--- config.mk ---
export PLATFORM = sky130hd
export DESIGN_NAME = bus_cycle_capture
export DESIGN_NICKNAME = d
export VERILOG_FILES = /design/src/rtl/bcap_pkg.sv /design/src/rtl/bcap_rst_sync.sv /design/src/rtl/bcap_pipe.sv /design/src/rtl/bcap_cycle.sv /design/src/rtl/bus_cycle_capture.sv
export SDC_FILE = /design/constraint.sdc
export NUM_CORES = 1
export LEC_CHECK = 0
export BUFFER_PORTS_ARGS = -buffer_cell sky130_fd_sc_hd__buf_4
export CORE_MARGIN = 3
export CORE_UTILIZATION = 47
export DETAILED_ROUTE_END_ITERATION = 12
export MAX_ROUTING_LAYER = met4
export PLACE_DENSITY_LB_ADDON = 0.1
export SETUP_SLACK_MARGIN = 0.05
export SLEW_MARGIN = 20
export SYNTH_ARGS = -nofsm -noshare
export SYNTH_HDL_FRONTEND = slang
export SYNTH_SLANG_ARGS = --single-unit
export TNS_END_PERCENT = 5
--- constraint.sdc ---
create_clock -name clk -period 2.7 [get_ports clk]
set_input_delay 0.135 -clock clk [delete_from_list [all_inputs] [get_ports clk]]
set_output_delay 0.135 -clock clk [all_outputs]
set_load 0.005 [all_outputs]
--- src/rtl/bcap_pkg.sv ---
package bcap_pkg;

  typedef struct packed {
    logic ce;
    logic we;
    logic oe;
  } strobe_t;

  localparam int STROBE_W = $bits(strobe_t);

endpackage

--- src/rtl/bcap_rst_sync.sv ---
module bcap_rst_sync (
  input  logic clk,
  input  logic rst_n,
  output logic rst_sync_n
);

  logic [1:0] chain;

  always_ff @(posedge clk or negedge rst_n) begin
    if (!rst_n) chain <= 2'b00;
    else        chain <= {chain[0], 1'b1};
  end

  assign rst_sync_n = chain[1];

endmodule

--- src/rtl/bcap_pipe.sv ---
// Delay line used both as strobe synchronizer and as bus alignment stage.
module bcap_pipe #(
  parameter int             W       = 1,
  parameter int             STAGES  = 2,
  parameter logic [W-1:0]   RST_VAL = '0
) (
  input  logic         clk,
  input  logic         rst_n,
  input  logic [W-1:0] d,
  output logic [W-1:0] q
);

  logic [W-1:0] stg [STAGES];

  for (genvar i = 0; i < STAGES; i++) begin : g_stage
    if (i == 0) begin : g_first
      always_ff @(posedge clk or negedge rst_n) begin
        if (!rst_n) stg[0] <= RST_VAL;
        else        stg[0] <= d;
      end
    end else begin : g_next
      always_ff @(posedge clk or negedge rst_n) begin
        if (!rst_n) stg[i] <= RST_VAL;
        else        stg[i] <= stg[i-1];
      end
    end
  end

  assign q = stg[STAGES-1];

endmodule

--- src/rtl/bcap_cycle.sv ---
module bcap_cycle
  import bcap_pkg::*;
#(
  parameter int ADDR_W = 16,
  parameter int DATA_W = 8
) (
  input  logic              clk,
  input  logic              rst_n,
  input  strobe_t           stb,
  input  logic [ADDR_W-1:0] bus_addr,
  input  logic [DATA_W-1:0] bus_data,
  output logic              wr_event,
  output logic [ADDR_W-1:0] wr_addr,
  output logic [DATA_W-1:0] wr_data,
  output logic              rd_req,
  output logic [ADDR_W-1:0] rd_addr
);

  logic act, act_q;
  logic wr_start, wr_end, rd_now;
  logic addr_en, data_en, rda_en;
  logic [ADDR_W-1:0] wr_addr_nx, rd_addr_nx;
  logic [DATA_W-1:0] wr_data_nx;
  logic              wr_event_nx, rd_req_nx;

  // next-state logic
  always_comb begin
    act         = ~stb.ce & ~stb.we;
    wr_start    = act & ~act_q;
    wr_end      = ~act & act_q;
    rd_now      = ~stb.ce & ~stb.oe & stb.we;
    addr_en     = wr_start;
    data_en     = wr_end;
    rda_en      = rd_now;
    wr_addr_nx  = bus_addr;
    wr_data_nx  = bus_data;
    rd_addr_nx  = bus_addr;
    wr_event_nx = wr_end;
    rd_req_nx   = rd_now;
  end

  // registers
  always_ff @(posedge clk or negedge rst_n) begin
    if (!rst_n) begin
      act_q    <= 1'b0;
      wr_event <= 1'b0;
      rd_req   <= 1'b0;
    end else begin
      act_q    <= act;
      wr_event <= wr_event_nx;
      rd_req   <= rd_req_nx;
    end
  end

  always_ff @(posedge clk or negedge rst_n) begin
    if (!rst_n)       wr_addr <= '0;
    else if (addr_en) wr_addr <= wr_addr_nx;
  end

  always_ff @(posedge clk or negedge rst_n) begin
    if (!rst_n)       wr_data <= '0;
    else if (data_en) wr_data <= wr_data_nx;
  end

  always_ff @(posedge clk or negedge rst_n) begin
    if (!rst_n)      rd_addr <= '0;
    else if (rda_en) rd_addr <= rd_addr_nx;
  end

  // the event never lasts two cycles
  p_single_pulse_r2: assert property (@(posedge clk) disable iff (!rst_n)
    wr_event |=> !wr_event);

  // address frozen while the write condition persists
  p_addr_hold_r3: assert property (@(posedge clk) disable iff (!rst_n)
    (act_q && act) |=> $stable(wr_addr));

  // data register moves only together with the event
  p_data_with_event_r4: assert property (@(posedge clk) disable iff (!rst_n)
    !$stable(wr_data) |-> wr_event);

  // an event implies both strobes were seen low
  p_write_needs_select_r8: assert property (@(posedge clk) disable iff (!rst_n)
    wr_event |-> (!$past(stb.ce, 2) && !$past(stb.we, 2)));

endmodule

--- src/rtl/bus_cycle_capture.sv ---
module bus_cycle_capture
  import bcap_pkg::*;
#(
  parameter int ADDR_W      = 16,
  parameter int DATA_W      = 8,
  parameter int SYNC_STAGES = 2
) (
  input  logic              clk,
  input  logic              rst_n,
  input  logic              ce_n,
  input  logic              we_n,
  input  logic              oe_n,
  input  logic [ADDR_W-1:0] addr,
  input  logic [DATA_W-1:0] wdata,
  output logic              dout_en,
  output logic              rd_req,
  output logic [ADDR_W-1:0] rd_addr,
  output logic              wr_event,
  output logic [ADDR_W-1:0] wr_addr,
  output logic [DATA_W-1:0] wr_data
);

  localparam int BUS_W = ADDR_W + DATA_W;

  logic                rst_sync_n;
  strobe_t             raw_stb, sync_stb;
  logic [STROBE_W-1:0] sync_bits;
  logic [BUS_W-1:0]    bus_dly;

  bcap_rst_sync i_rst (
    .clk        (clk),
    .rst_n      (rst_n),
    .rst_sync_n (rst_sync_n)
  );

  assign raw_stb = '{ce: ce_n, we: we_n, oe: oe_n};

  bcap_pipe #(
    .W       (STROBE_W),
    .STAGES  (SYNC_STAGES),
    .RST_VAL ({STROBE_W{1'b1}})
  ) i_stb_sync (
    .clk   (clk),
    .rst_n (rst_sync_n),
    .d     (raw_stb),
    .q     (sync_bits)
  );

  assign sync_stb = strobe_t'(sync_bits);

  bcap_pipe #(
    .W       (BUS_W),
    .STAGES  (SYNC_STAGES),
    .RST_VAL ('0)
  ) i_bus_dly (
    .clk   (clk),
    .rst_n (rst_sync_n),
    .d     ({addr, wdata}),
    .q     (bus_dly)
  );

  bcap_cycle #(
    .ADDR_W (ADDR_W),
    .DATA_W (DATA_W)
  ) i_cycle (
    .clk      (clk),
    .rst_n    (rst_sync_n),
    .stb      (sync_stb),
    .bus_addr (bus_dly[BUS_W-1:DATA_W]),
    .bus_data (bus_dly[DATA_W-1:0]),
    .wr_event (wr_event),
    .wr_addr  (wr_addr),
    .wr_data  (wr_data),
    .rd_req   (rd_req),
    .rd_addr  (rd_addr)
  );

  // pad drive only for a clean read, straight from the pins
  assign dout_en = ~ce_n & ~oe_n & we_n;

endmodule

==> results.txt <==
The flow ran to the end, and the final reports show no timing, DRC or antenna violations. Static timing analysis puts the maximum clock frequency at ~660 MHz. The worst setup path is captured at a flop.

The buffers plus inverters on the worst setup path came out at 1. The delay of the slowest cell on the worst path came out at ~0.57 ns. The count of nets left with antenna violations once routing finished came out at 0. The cell area after layout came out at a little over 4000 sq um.

The depth of the CTS H-tree came out at 3. The worst path setup slack after routing is approximately 1.2 ns. The post-cts gate resize count came out at 0.

The post-synthesis cell area came out at approximately 3000 sq um. The critical path is of the flop to flop type. The leakage power summed over all cells is 0.001922 uW. STA classifies the critical path startpoint as a flop. Global routing finished with a remaining overflow of 0. The warning count from the yosys run came out at 0. The wire length of the first global-routing pass is about 8000 um. The reg-to-reg setup timing slack came out at 1.18 ns. The path class of the tightest hold or removal check is input port to async pin. Adding up every negative setup slack in the final design gives 0 ns.

In the routed design, unresolved DRC markers number 0. IR analysis of the VDD net gives a maximum drop of 0.0005456 V. The tool flagged a number of max-cap violations equal to 0.

The floorplan has 28 rows. The clock buffer count from CTS is 9. Setup repair after global routing left no endpoint under its margin.

The violation count after the first detailed-routing iteration came out at 31. The antenna diode count is 0. Of all nets on the critical path, the largest fanout is 17. Leaving out fill and tap cells, the most frequent cells in the layout are sky130_fd_sc_hd__dfrtp_1 (92), sky130_fd_sc_hd__buf_4 (73), sky130_fd_sc_hd__mux2_2 (40). The fraction of layout instances using a drive strength above 1 is 0.5265. The number of library cell types mapped by synthesis came out at 12. The slowest cell on the critical path is sky130_fd_sc_hd__dfstp_2.

The post-synthesis average cell area came out at 20.34 sq um. The initial utilization of the core area, before any placement, comes to 0.4967. The number of hold violations in the final report came out at 0. The die outline area came out at approximately 7400 sq um. Subtracting the final worst setup slack from the clock period gives 1.516 ns. The routed wire length came out at about 5000 um. The final weighted congestion in routability-driven placement is approximately 0.70. The clock edge transition at the registers on the reported setup and hold paths came out at approximately 0.090 ns.

The max-slew violation count is 0. The power per cell area is roughly 750 nW/um^2. STA puts the critical path data required time at ~2.9 ns. The flop and latch count out of synthesis is 99. The share of the yosys chip area belonging to registers is 0.8254.

The per-cell routed wire length is around 15 um. Between clock sinks in the finished design, the worst skew comes to between 0.01 and 0.015 ns. The count of mapped cells out of synthesis is between 100 and 150. The via-per-instance ratio came out at 4.664. The number of antenna violations at the first check in global routing came to 0.

The largest net degree at the start of global routing came out at 60. On the critical path the largest part of the delay comes from flip-flops. Walking the worst path, the cells encountered are nor3b_4, buf_4, mux2_2. The post-detailed-placement cell area came out at about 3700 sq um. The top-level port count is 72. For this run, the total global-route usage over all layers was measured as 0.1491. Leaving out fill and tap cells, the most frequent cell in the layout is sky130_fd_sc_hd__dfrtp_1. The detailed-placement wirelength estimate came out at ~3200 um. The number of nets handed over by synthesis was about 180. Setup violations remaining at the end of the flow were counted as 0. The actual slew at the worst max-slew pin came out at between 0.7 and 0.8 ns.

The overall via count from detail_route came out at 1581. The maximum count of clock buffers along a single path is 2. The floorplan die height came out at 86.03 um.

The count of filler cells inserted in the layout came out at between 400 and 500. The number of global-route vias before repair came out at about 1.7k. The total number of clock tree sinks came out at 99.

Compared with the post-synthesis result, the final layout area differs by 38.03%. The die extent in x came out at between 80 and 90 um. The first detailed-routing pass took 2 iterations. The core footprint came out at slightly above 6000 sq um. TritonCTS built the clock tree. The clock latency reported for the late side of the worst-skew pair is 0.35 ns. STA puts the critical path data arrival time at approximately 1.8 ns. The number of port buffers came out at between 70 and 80.

The clock root buffer is sky130_fd_sc_hd__clkbuf_8. The relative max-transition margin is 0.5140. The setup slack after placement came out at between 1 and 1.5 ns. The post-layout net count is about 290. Of the available clock period, the critical path in the final layout requires 0.5615.
==> routing by layer <==
| metal | part of all wire | up-vias | global-route usage |
|---|---|---|---|
| li1 | - | 715 | - |
| met1 | 0.41 | 815 | 0.1699 |
| met2 | 0.52 | 46 | 0.2446 |
| met3 | 0.060 | 5 | 0.05283 |
| met4 | 0.0077 | 0 | 0.05180 |
| met5 | 0 | - | - |
==> final timing paths <==
kind                                              from                              end  depth (start not counted)
max reg2reg                  i_stb_sync.q[1]$_DFF_PN1_  i_cycle.rd_addr[11]$_DFFE_PN0P_                          3
max in group asynchronous     i_rst.chain[1]$_DFF_PN0_      i_stb_sync.stg[5]$_DFF_PN1_                          1
min                                              rst_n         i_rst.chain[1]$_DFF_PN0_                          2
max                          i_stb_sync.q[1]$_DFF_PN1_  i_cycle.rd_addr[11]$_DFFE_PN0P_                          3
min reg2reg                i_bus_dly.stg[32]$_DFF_PN0_         i_bus_dly.q[8]$_DFF_PN0_                          0
min in group clk           i_bus_dly.stg[32]$_DFF_PN0_         i_bus_dly.q[8]$_DFF_PN0_                          0
==> where the power goes <==
group / switching (uW) / total [uW] / internal (uW)
Clock: 473 / 998 / 525
Combinational: 120 / 394 / 274
Sequential: 94.8 / 1730 / 1640
Total: 687 / 3130 / 2440
==> area by class of cell <==
type	instances	area (sq um)	share of cell area
Sequential cell	99	2489	0.5989
Timing Repair Buffer	102	848.3	0.2042
Multi-Input combinational cell	46	503.0	0.1210
Clock buffer	10	127.6	0.03071
Tap cell	75	93.84	0.02258
Clock inverter	6	90.09	0.02168
Inverter	1	3.754	0.0009033
==> metrics by stage <==
step / instances / hold slack [ns] / power [uW] / utilization
6_report: 339 / 0.08958 / 3127 / 0.6856
3_5_place_dp: 295 / -0.08041 / 2137 / 0.6034
5_1_grt: 339 / 0.07840 / 3273 / 0.6856
2_1_floorplan: 148 / -0.1606 / 1878 / -
4_1_cts: 339 / 0.06741 / 3175 / 0.6856
3_3_place_gp: 295 / -0.08258 / 2116 / 0.6034
==> synthesized netlist by cell type <==
cell                      instances  area [sq um]
sky130_fd_sc_hd__dfrtp_1         93          2327
sky130_fd_sc_hd__mux2_2          40         450.4
sky130_fd_sc_hd__dfstp_2          6         157.7
sky130_fd_sc_hd__buf_4            1         7.510
sky130_fd_sc_hd__buf_6            1         11.26
sky130_fd_sc_hd__conb_1           1         3.750
sky130_fd_sc_hd__inv_1            1         3.750
sky130_fd_sc_hd__nor2_1           1         3.750
sky130_fd_sc_hd__nor3_2           1         10.01
sky130_fd_sc_hd__nor3b_1          1         7.510
sky130_fd_sc_hd__nor3b_4          1         18.77
sky130_fd_sc_hd__o21ai_2          1         8.760
==> flip-flops by register name, indices dropped and copies added (netlist names) <==
signal / flops
i_cycle.wr_data: 8
i_cycle.rd_addr: 16
i_cycle.wr_addr: 16
i_stb_sync.q: 3
i_stb_sync.stg: 3
i_rst.chain: 2
i_cycle.act_q: 1
i_bus_dly.stg: 24
i_cycle.rd_req: 1
i_bus_dly.q: 24
i_cycle.wr_event: 1
==> what timing repair did <==
item,4_1_cts,5_1_grt
setup buffers,0,0
endpoints found under the hold margin,29,0
hold buffers,28,0
==> worst register-to-register path, delay by kind of cell (launching register included) <==
kind | cells | cell delay [ns]
buf+inv | 1 | 0.28
flops | 1 | 0.57
mux | 1 | 0.38
simple gates | 1 | 0.17
==> cell families (layout without fill, tap and decap cells) <==
group                  after synthesis  after routing  synth area share
other                                1              1          0.001246
DFF                                 99             99            0.8254
and+or+nand+nor                      4              4           0.01330
AOI/OAI and AO/OA                    1              1          0.002910
muxes                               40             40            0.1496
buffers and inverters                3            119          0.007481
Note: power is estimated with default switching activity, not from simulation.
